## src/rtl/ppadd.sv

```systemverilog
module ppadd #(
  parameter int N       = 16,
  parameter bit TREE    = 1'b0,
  parameter bit REG_OUT = 1'b1
) (
  input  logic         clk,
  input  logic         rst_n,
  input  logic [N-1:0] a,
  input  logic [N-1:0] b,
  input  logic         cin,
  output logic [N-1:0] sum,
  output logic         cout
);
  localparam int L = $clog2(N);
  localparam int S = TREE ? 2*L-1 : L;

  logic [N-1:0] p, g;
  logic [N-1:0] gs [0:S];
  logic [N-1:0] ps [0:S];
  logic [N-1:0] c, s_c;
  logic         co_c;

  assign p = a ^ b;
  assign g = a & b;
  assign gs[0] = {g[N-1:1], g[0] | (p[0] & cin)};
  assign ps[0] = p;

  genvar s, i;
  generate
    for (s = 0; s < S; s++) begin : g_lvl
      localparam int T   = (TREE && s >= L) ? (2*L-2-s) : s;
      localparam int D   = 1 << T;
      for (i = 0; i < N; i++) begin : g_pos
        localparam bit UP   = ((i + 1) % (2*D)) == 0;
        localparam bit DOWN = (((i + 1) % (2*D)) == D) && (i + 1 >= 3*D);
        localparam bit CELL = !TREE ? (i >= D) : ((s < L) ? UP : DOWN);
        if (CELL) begin : g_cell
          assign gs[s+1][i] = gs[s][i] | (ps[s][i] & gs[s][i-D]);
          assign ps[s+1][i] = ps[s][i] & ps[s][i-D];
        end else begin : g_wire
          assign gs[s+1][i] = gs[s][i];
          assign ps[s+1][i] = ps[s][i];
        end
      end
    end
  endgenerate

  assign c    = {gs[S][N-2:0], cin};
  assign s_c  = p ^ c;
  assign co_c = gs[S][N-1];

  generate
    if (REG_OUT) begin : g_reg
      always_ff @(posedge clk or negedge rst_n) begin
        if (!rst_n) begin
          sum  <= '0;
          cout <= 1'b0;
        end else begin
          sum  <= s_c;
          cout <= co_c;
        end
      end

      // registered outputs follow the core one edge later
      assert_lat_R6: assert property (@(posedge clk) disable iff (!rst_n)
        1'b1 |=> (sum == $past(s_c)) && (cout == $past(co_c)));

      assert_rst_R7: assert property (@(posedge clk)
        !rst_n |=> (sum == '0) && (cout == 1'b0));
    end else begin : g_comb
      assign sum  = s_c;
      assign cout = co_c;
    end
  endgenerate

  logic [N:0] ref_total;
  assign ref_total = {1'b0, a} + {1'b0, b} + {{N{1'b0}}, cin};

  // for the doubling shape, R2 for the tree shape
  assert_sum_R1: assert property (@(posedge clk) disable iff (!rst_n)
    s_c == ref_total[N-1:0]);

  assert_carry_R3: assert property (@(posedge clk) disable iff (!rst_n)
    co_c == ref_total[N]);

  assert_chain_R4: assert property (@(posedge clk) disable iff (!rst_n)
    (p == '1) |-> (co_c == cin) && (s_c == {N{~cin}}));

  assert_pchain_R4: assert property (@(posedge clk) disable iff (!rst_n)
    (gs[S] & ps[S]) == (ps[S] & {N{cin}}));

  assert_zero_R5: assert property (@(posedge clk) disable iff (!rst_n)
    (a == '0) |-> (s_c == b + {{(N-1){1'b0}}, cin}) && (co_c == ((&b) & cin)));
endmodule

```

## config.mk

```make
export PLATFORM = sky130hd
export DESIGN_NAME = ppadd
export DESIGN_NICKNAME = d
export VERILOG_FILES = /design/src/rtl/ppadd.sv
export SDC_FILE = /design/constraint.sdc
export NUM_CORES = 1
export LEC_CHECK = 0
export BUFFER_PORTS_ARGS = -buffer_cell sky130_fd_sc_hd__buf_2
export CAP_MARGIN = 10
export CORE_UTILIZATION = 42
export DETAILED_ROUTE_END_ITERATION = 7
export PLACE_DENSITY = 0.77
export SKIP_CTS_REPAIR_TIMING = 1
export SLEW_MARGIN = 20
export SYNTH_ARGS = -nofsm -noshare
export SYNTH_HDL_FRONTEND = slang
export SYNTH_SLANG_ARGS = --single-unit
```

## constraint.sdc

```tcl
create_clock -name clk -period 0.8 [get_ports clk]
set_input_delay 0.16 -clock clk [delete_from_list [all_inputs] [get_ports clk]]
set_output_delay 0.16 -clock clk [all_outputs]
set_load 0.03 [all_outputs]
```

* Word level (Yosys, flattened, before mapping)
Index checks and enable logic that the tools add are counted.
** Storage, ports and cells
- Register bits after elaboration :: 17
- Bits of input ports :: 35
** Operators by class
- Bitwise gates (word level) :: 137
** Operators with widths (number)
- 1-bit bitwise AND :: 84
- 1-bit OR :: 50
- 16-bit bitwise XOR :: 2
- 16-bit bitwise AND :: 1

* Depth between registers and ports, before layout
- Depth after elaboration :: 11
- Gate-level depth with buffers :: 8
- Depth with buffers taken out :: 8

* Least setup slack after synthesis
OpenSTA, ideal clock, no wires.
- Kind :: input port to flip-flop
- Start :: in a[0]
- End :: reg sum[10]
- Data required time :: 0.671 ns
- Arrival :: 1.580 ns
- Path slack :: -0.909 ns
- Library setup time :: 0.129 ns
- Stages :: 8
- Path through :: fa_1 inv_1 fa_1 nor2b_2 o211ai_2 a311oi_2 o41ai_2 xnor2_1
** Between the ends
- Longest elaborated chain between the ends :: 8
** RTL lines
- start: declaration :: line 8 : input logic [N-1:0] a,
- 16-bit bitwise XOR :: line 23 : assign p = a ^ b;
- 1-bit bitwise AND :: line 25 : assign gs[0] = {g[N-1:1], g[0] | (p[0] & cin)};
- 1-bit OR * :: line 25
- 1-bit bitwise AND * :: line 38 : assign gs[s+1][i] = gs[s][i] | (ps[s][i] & gs[s][i-D]);
- 1-bit OR * :: line 38
- 1-bit bitwise AND * :: line 38
- 1-bit OR * :: line 38
- 16-bit bitwise XOR * :: line 49 : assign s_c = p ^ c;
- via s_c[10] :: line 20 : logic [N-1:0] c, s_c;
- end signal: assignment :: line 56 : sum <= '0;
- end signal: assignment :: line 59 : sum <= s_c;
- end: declaration :: line 11 : output logic [N-1:0] sum,
The timed path passes the listed nets; every way through them passes the cells marked *.

* Worst setup path in the final report
Same ends and word-level chain as after synthesis.

==> metrics.sh <==
MAXSLEWVIOLCOUNT=0
STATIC-LEAKAGE-POWER_uW=0.000980
DRT-INITIAL-DRC-COUNT=43
YOSYSTOPAREACELL='sky130_fd_sc_hd__dfrtp_1'
CAP_VIOLATIONS=0
WORSTSETUPSTARTPOINTTYPE='input port'
CTS_NUM_SINKS=17
OUTCOME='finished with violations'
FIRST_GLOBAL_VIAS=1240
INSTANCES_NO_FILL=242
FINAL_LAYOUT_SIZE_SUFFIX_GT1_SHARE_PCT=51.2
FMAX_MHz=626
TIMING.CRITICAL_PATH.SLOWEST_STAGE_CELL='sky130_fd_sc_hd__fa_2'
WORSTSETUPPATHTYPE='input port to flop'
HOLD_PATH.CLASS='input port to flop'
IO-PIN-COUNT=52
NETS_IN_THE_SYNTHESIZED_NETLIST=175
MAXSLEWHEADROOM_PCT=61.6
FINAL_CELL_AREA_UM2=1980
GRT_FIRST_PASS_WIRELENGTH_UM=4910
YOSYSWARNINGCOUNT=0
POWER-PER-CELL-AREA_nW_PER_UM2=1730
GRT_START_MAX_NET_PINS=18
CTS_TREE='built'
INITIAL_CORE_UTIL_PCT=44.1
ROUTE.FINAL.WIRE_LENGTH_UM=3130
AREA.GROWTH.SYNTH_TO_FINAL_PCT=64.4
FINAL.SETUP.WORST_SLACK_NS=-0.798
FAILED_CHECKS='setup timing'
POST_DRT_WL_PER_CELL_UM=12.9
DRT_DRC_VIOLATIONS_LEFT=0
SYN-INSTANCE-COUNT=123
WORST-ENDPOINT-REQUIRED_NS=1.01
MAX-CLOCK-PATH-BUFFERS=2
DIE_WIDTH_UM=55.6
INITIAL_ANTENNA_VIOLATION_COUNT=0
OVERALL_POWER_OF_THE_COMPLETED_LAYOUT_uW=3430
SYNTH_SEQ_AREA_SHARE_PCT=35.3
YOSYS-TOP-CELLS-AREA='sky130_fd_sc_hd__dfrtp_1 (35%), sky130_fd_sc_hd__ha_1 (16%), sky130_fd_sc_hd__xnor2_1 (6.5%)'
DRT-PASS1-ITER-COUNT=4
PLACED_AREA_UM2=1740
CORE_AREA_UM2=2730
GRT_UTIL_ALL_LAYERS_PCT=20.2
VIAS=1260
TRITONCTS_BUFFER_COUNT=3
DETAIL_ROUTE.VIAS_PER_CELL=5.21
DPL.CELL_COUNT=234
CTS_ROOT_BUFFER='sky130_fd_sc_hd__clkbuf_4'
RSZ0062_AT_GRT='yes'
DETAILEDPLACEMENTHPWL_UM=2420
CPPEAKSTAGEDELAY_NS=0.40
GP_CONGESTION=0.867
CRIT_CHAIN='buf_6 -> fa_2 -> inv_2 -> fa_2 -> nor2b_4 -> o211ai_4 -> a311oi_2 -> o41ai_2 -> xnor2_1'
PATH_COMMON_CELL='sky130_fd_sc_hd__fa_2'
CTS.HTREE.LEVELS=1
WORST_SLEW_PIN_SLEW_NS=0.571
GRT-OVFL-TOTAL=0
SETUP.WORST_PATH.END_CLASS='flop'
DESIGN.DIE.AREA_UM2=3090
CRITICAL_PATH_PEAK_FANOUT=3
YOSYS.CELL_TYPES.COUNT=30
FINALWORSTPATHREQUIREDPERIOD_NS=1.60
SETUP_VIOLATIONS=33
FIN_NETS=264
CP.ARRIVAL_NS=1.81
ANT_NETS=0
SYNTHDOMINANTCELLAREASHARE_PCT=35.3
HOLD_PATH.STARTPOINT='cin'
FINAL-HOLD-VIOLATION-COUNT=0
DPL_WORST_SLACK_NS=-1.09
MIN_PERIOD_OVER_PERIOD_PCT=200
WORST_HOLD_PATH.ENDPOINT='sum[0]'
DIE_HEIGHT_UM=55.6
CORE.ROWCOUNT=19
HOLD_PATH_DEPTH=2
PORT_BUFFERS=51
INSERTEDDIODECOUNT=0
POST_SYNTH_INSTANCE_AREA_UM2=1200
IR_DROP_mV=1.65
CLOCK_PIN_SLEW_ON_THE_WORST_SETUP_AND_HOLD_PATHS_NS=0.09
YS_FF_LATCH=17
AVGSYNTHCELLAREA_UM2=9.80
==> metal layers <==
layer | part of all wire [%] | global-route usage, % | vias to the layer above
met5 | 0 | 0 | -
met4 | 1.9 | 13.2 | 0
met3 | 4.0 | 2.11 | 6
met2 | 52 | 33.6 | 42
met1 | 42 | 24.9 | 594
li1 | - | - | 618
==> placed cells by master (no fill, tap or decap), types with 6 or more instances in the layout <==
cell and count:
sky130_fd_sc_hd__xnor2_1 8, sky130_fd_sc_hd__buf_4 35, sky130_fd_sc_hd__buf_6 20, sky130_fd_sc_hd__nand2_1 9, sky130_fd_sc_hd__dfrtp_1 17, sky130_fd_sc_hd__inv_1 6, sky130_fd_sc_hd__a21oi_1 9, sky130_fd_sc_hd__buf_2 31
sky130_fd_sc_hd__nor2_1 6, sky130_fd_sc_hd__ha_1 15
==> critical path, delay by kind of cell <==
kind / cells / cell delay [ns]
compound gates: 3 / 0.63
simple gates: 1 / 0.06
buf+inv: 2 / 0.17
xor+xnor: 1 / 0.17
fa+ha+maj: 2 / 0.63
==> power by group <==
group          internal (µW)  leakage (µW)  switching [µW]
clock                    186     0.0000177             260
sequential              1040      0.000198            79.0
combinational            907      0.000764             964
total                   2130      0.000980            1300
==> worst max-delay path by stage <==
stage | start | to | slack (ns) | cells past startpoint
4_1_cts | a[0] | sum[12] | -0.78 | 9
5_1_grt | a[0] | sum[10] | -0.90 | 9
6_report | a[0] | sum[10] | -0.80 | 9
3_3_place_gp | a[0] | sum[12] | -0.99 | 9
2_1_floorplan | a[0] | sum[10] | -0.82 | 8
3_5_place_dp | a[0] | cout | -1.09 | 9
==> logic make-up after synthesis <==
group | share of synthesized area [%]
compound gates | 24.4
fa+ha+maj | 18.9
xor+xnor | 9.45
flops | 35.3
simple gates | 8.83
buf+inv | 3.12
==> final cells by class <==
type                    count  area [µm²]
fillers                   193         753
flip-flops and latches     17         425
clock buffers               3        22.5
repair buffers             87         653
well taps                  31        38.8
clock inverters             1        5.00
multi-input cells          96         810
inverters                   7        26.3
==> through the flow <==
step,hold slack [ns],setup TNS [ns],util (%)
after global routing,0.134,-13.36,72.4
after detailed placement,0.0892,-13.71,63.7
after CTS,-0.233,-11.97,64.7
final,0.144,-11.42,72.4
after global placement,0.0753,-13.02,63.7
after floorplan,-0.136,-9.54,-
==> registers in the layout, summed over array words and instances (netlist names) <==
name / count
cout: 1
sum: 16
==> cells in the mapped netlist <==
library cell / number
sky130_fd_sc_hd__and2_1: 1
sky130_fd_sc_hd__nand3_1: 1
sky130_fd_sc_hd__o31ai_1: 1
sky130_fd_sc_hd__nand4_1: 2
sky130_fd_sc_hd__a21oi_1: 12
sky130_fd_sc_hd__dfrtp_1: 17
sky130_fd_sc_hd__o21ai_0: 5
sky130_fd_sc_hd__o21a_1: 3
sky130_fd_sc_hd__fa_1: 2
sky130_fd_sc_hd__xor2_1: 4
sky130_fd_sc_hd__xnor2_1: 9
sky130_fd_sc_hd__a311oi_2: 1
sky130_fd_sc_hd__o41ai_2: 1
sky130_fd_sc_hd__o21ai_2: 1
sky130_fd_sc_hd__a31oi_1: 4
sky130_fd_sc_hd__nor3_1: 2
sky130_fd_sc_hd__o31ai_2: 1
sky130_fd_sc_hd__a211oi_1: 2
sky130_fd_sc_hd__o211ai_1: 1
sky130_fd_sc_hd__nor2_1: 8
sky130_fd_sc_hd__nor2b_2: 1
sky130_fd_sc_hd__a21o_1: 3
sky130_fd_sc_hd__nand2_1: 9
sky130_fd_sc_hd__ha_1: 15
sky130_fd_sc_hd__o21ai_1: 2
sky130_fd_sc_hd__inv_1: 7
sky130_fd_sc_hd__o21bai_1: 3
sky130_fd_sc_hd__o211ai_2: 1
sky130_fd_sc_hd__a21boi_2: 1
sky130_fd_sc_hd__clkbuf_1: 3
No activity file was read; power rests on OpenSTA's default activity.
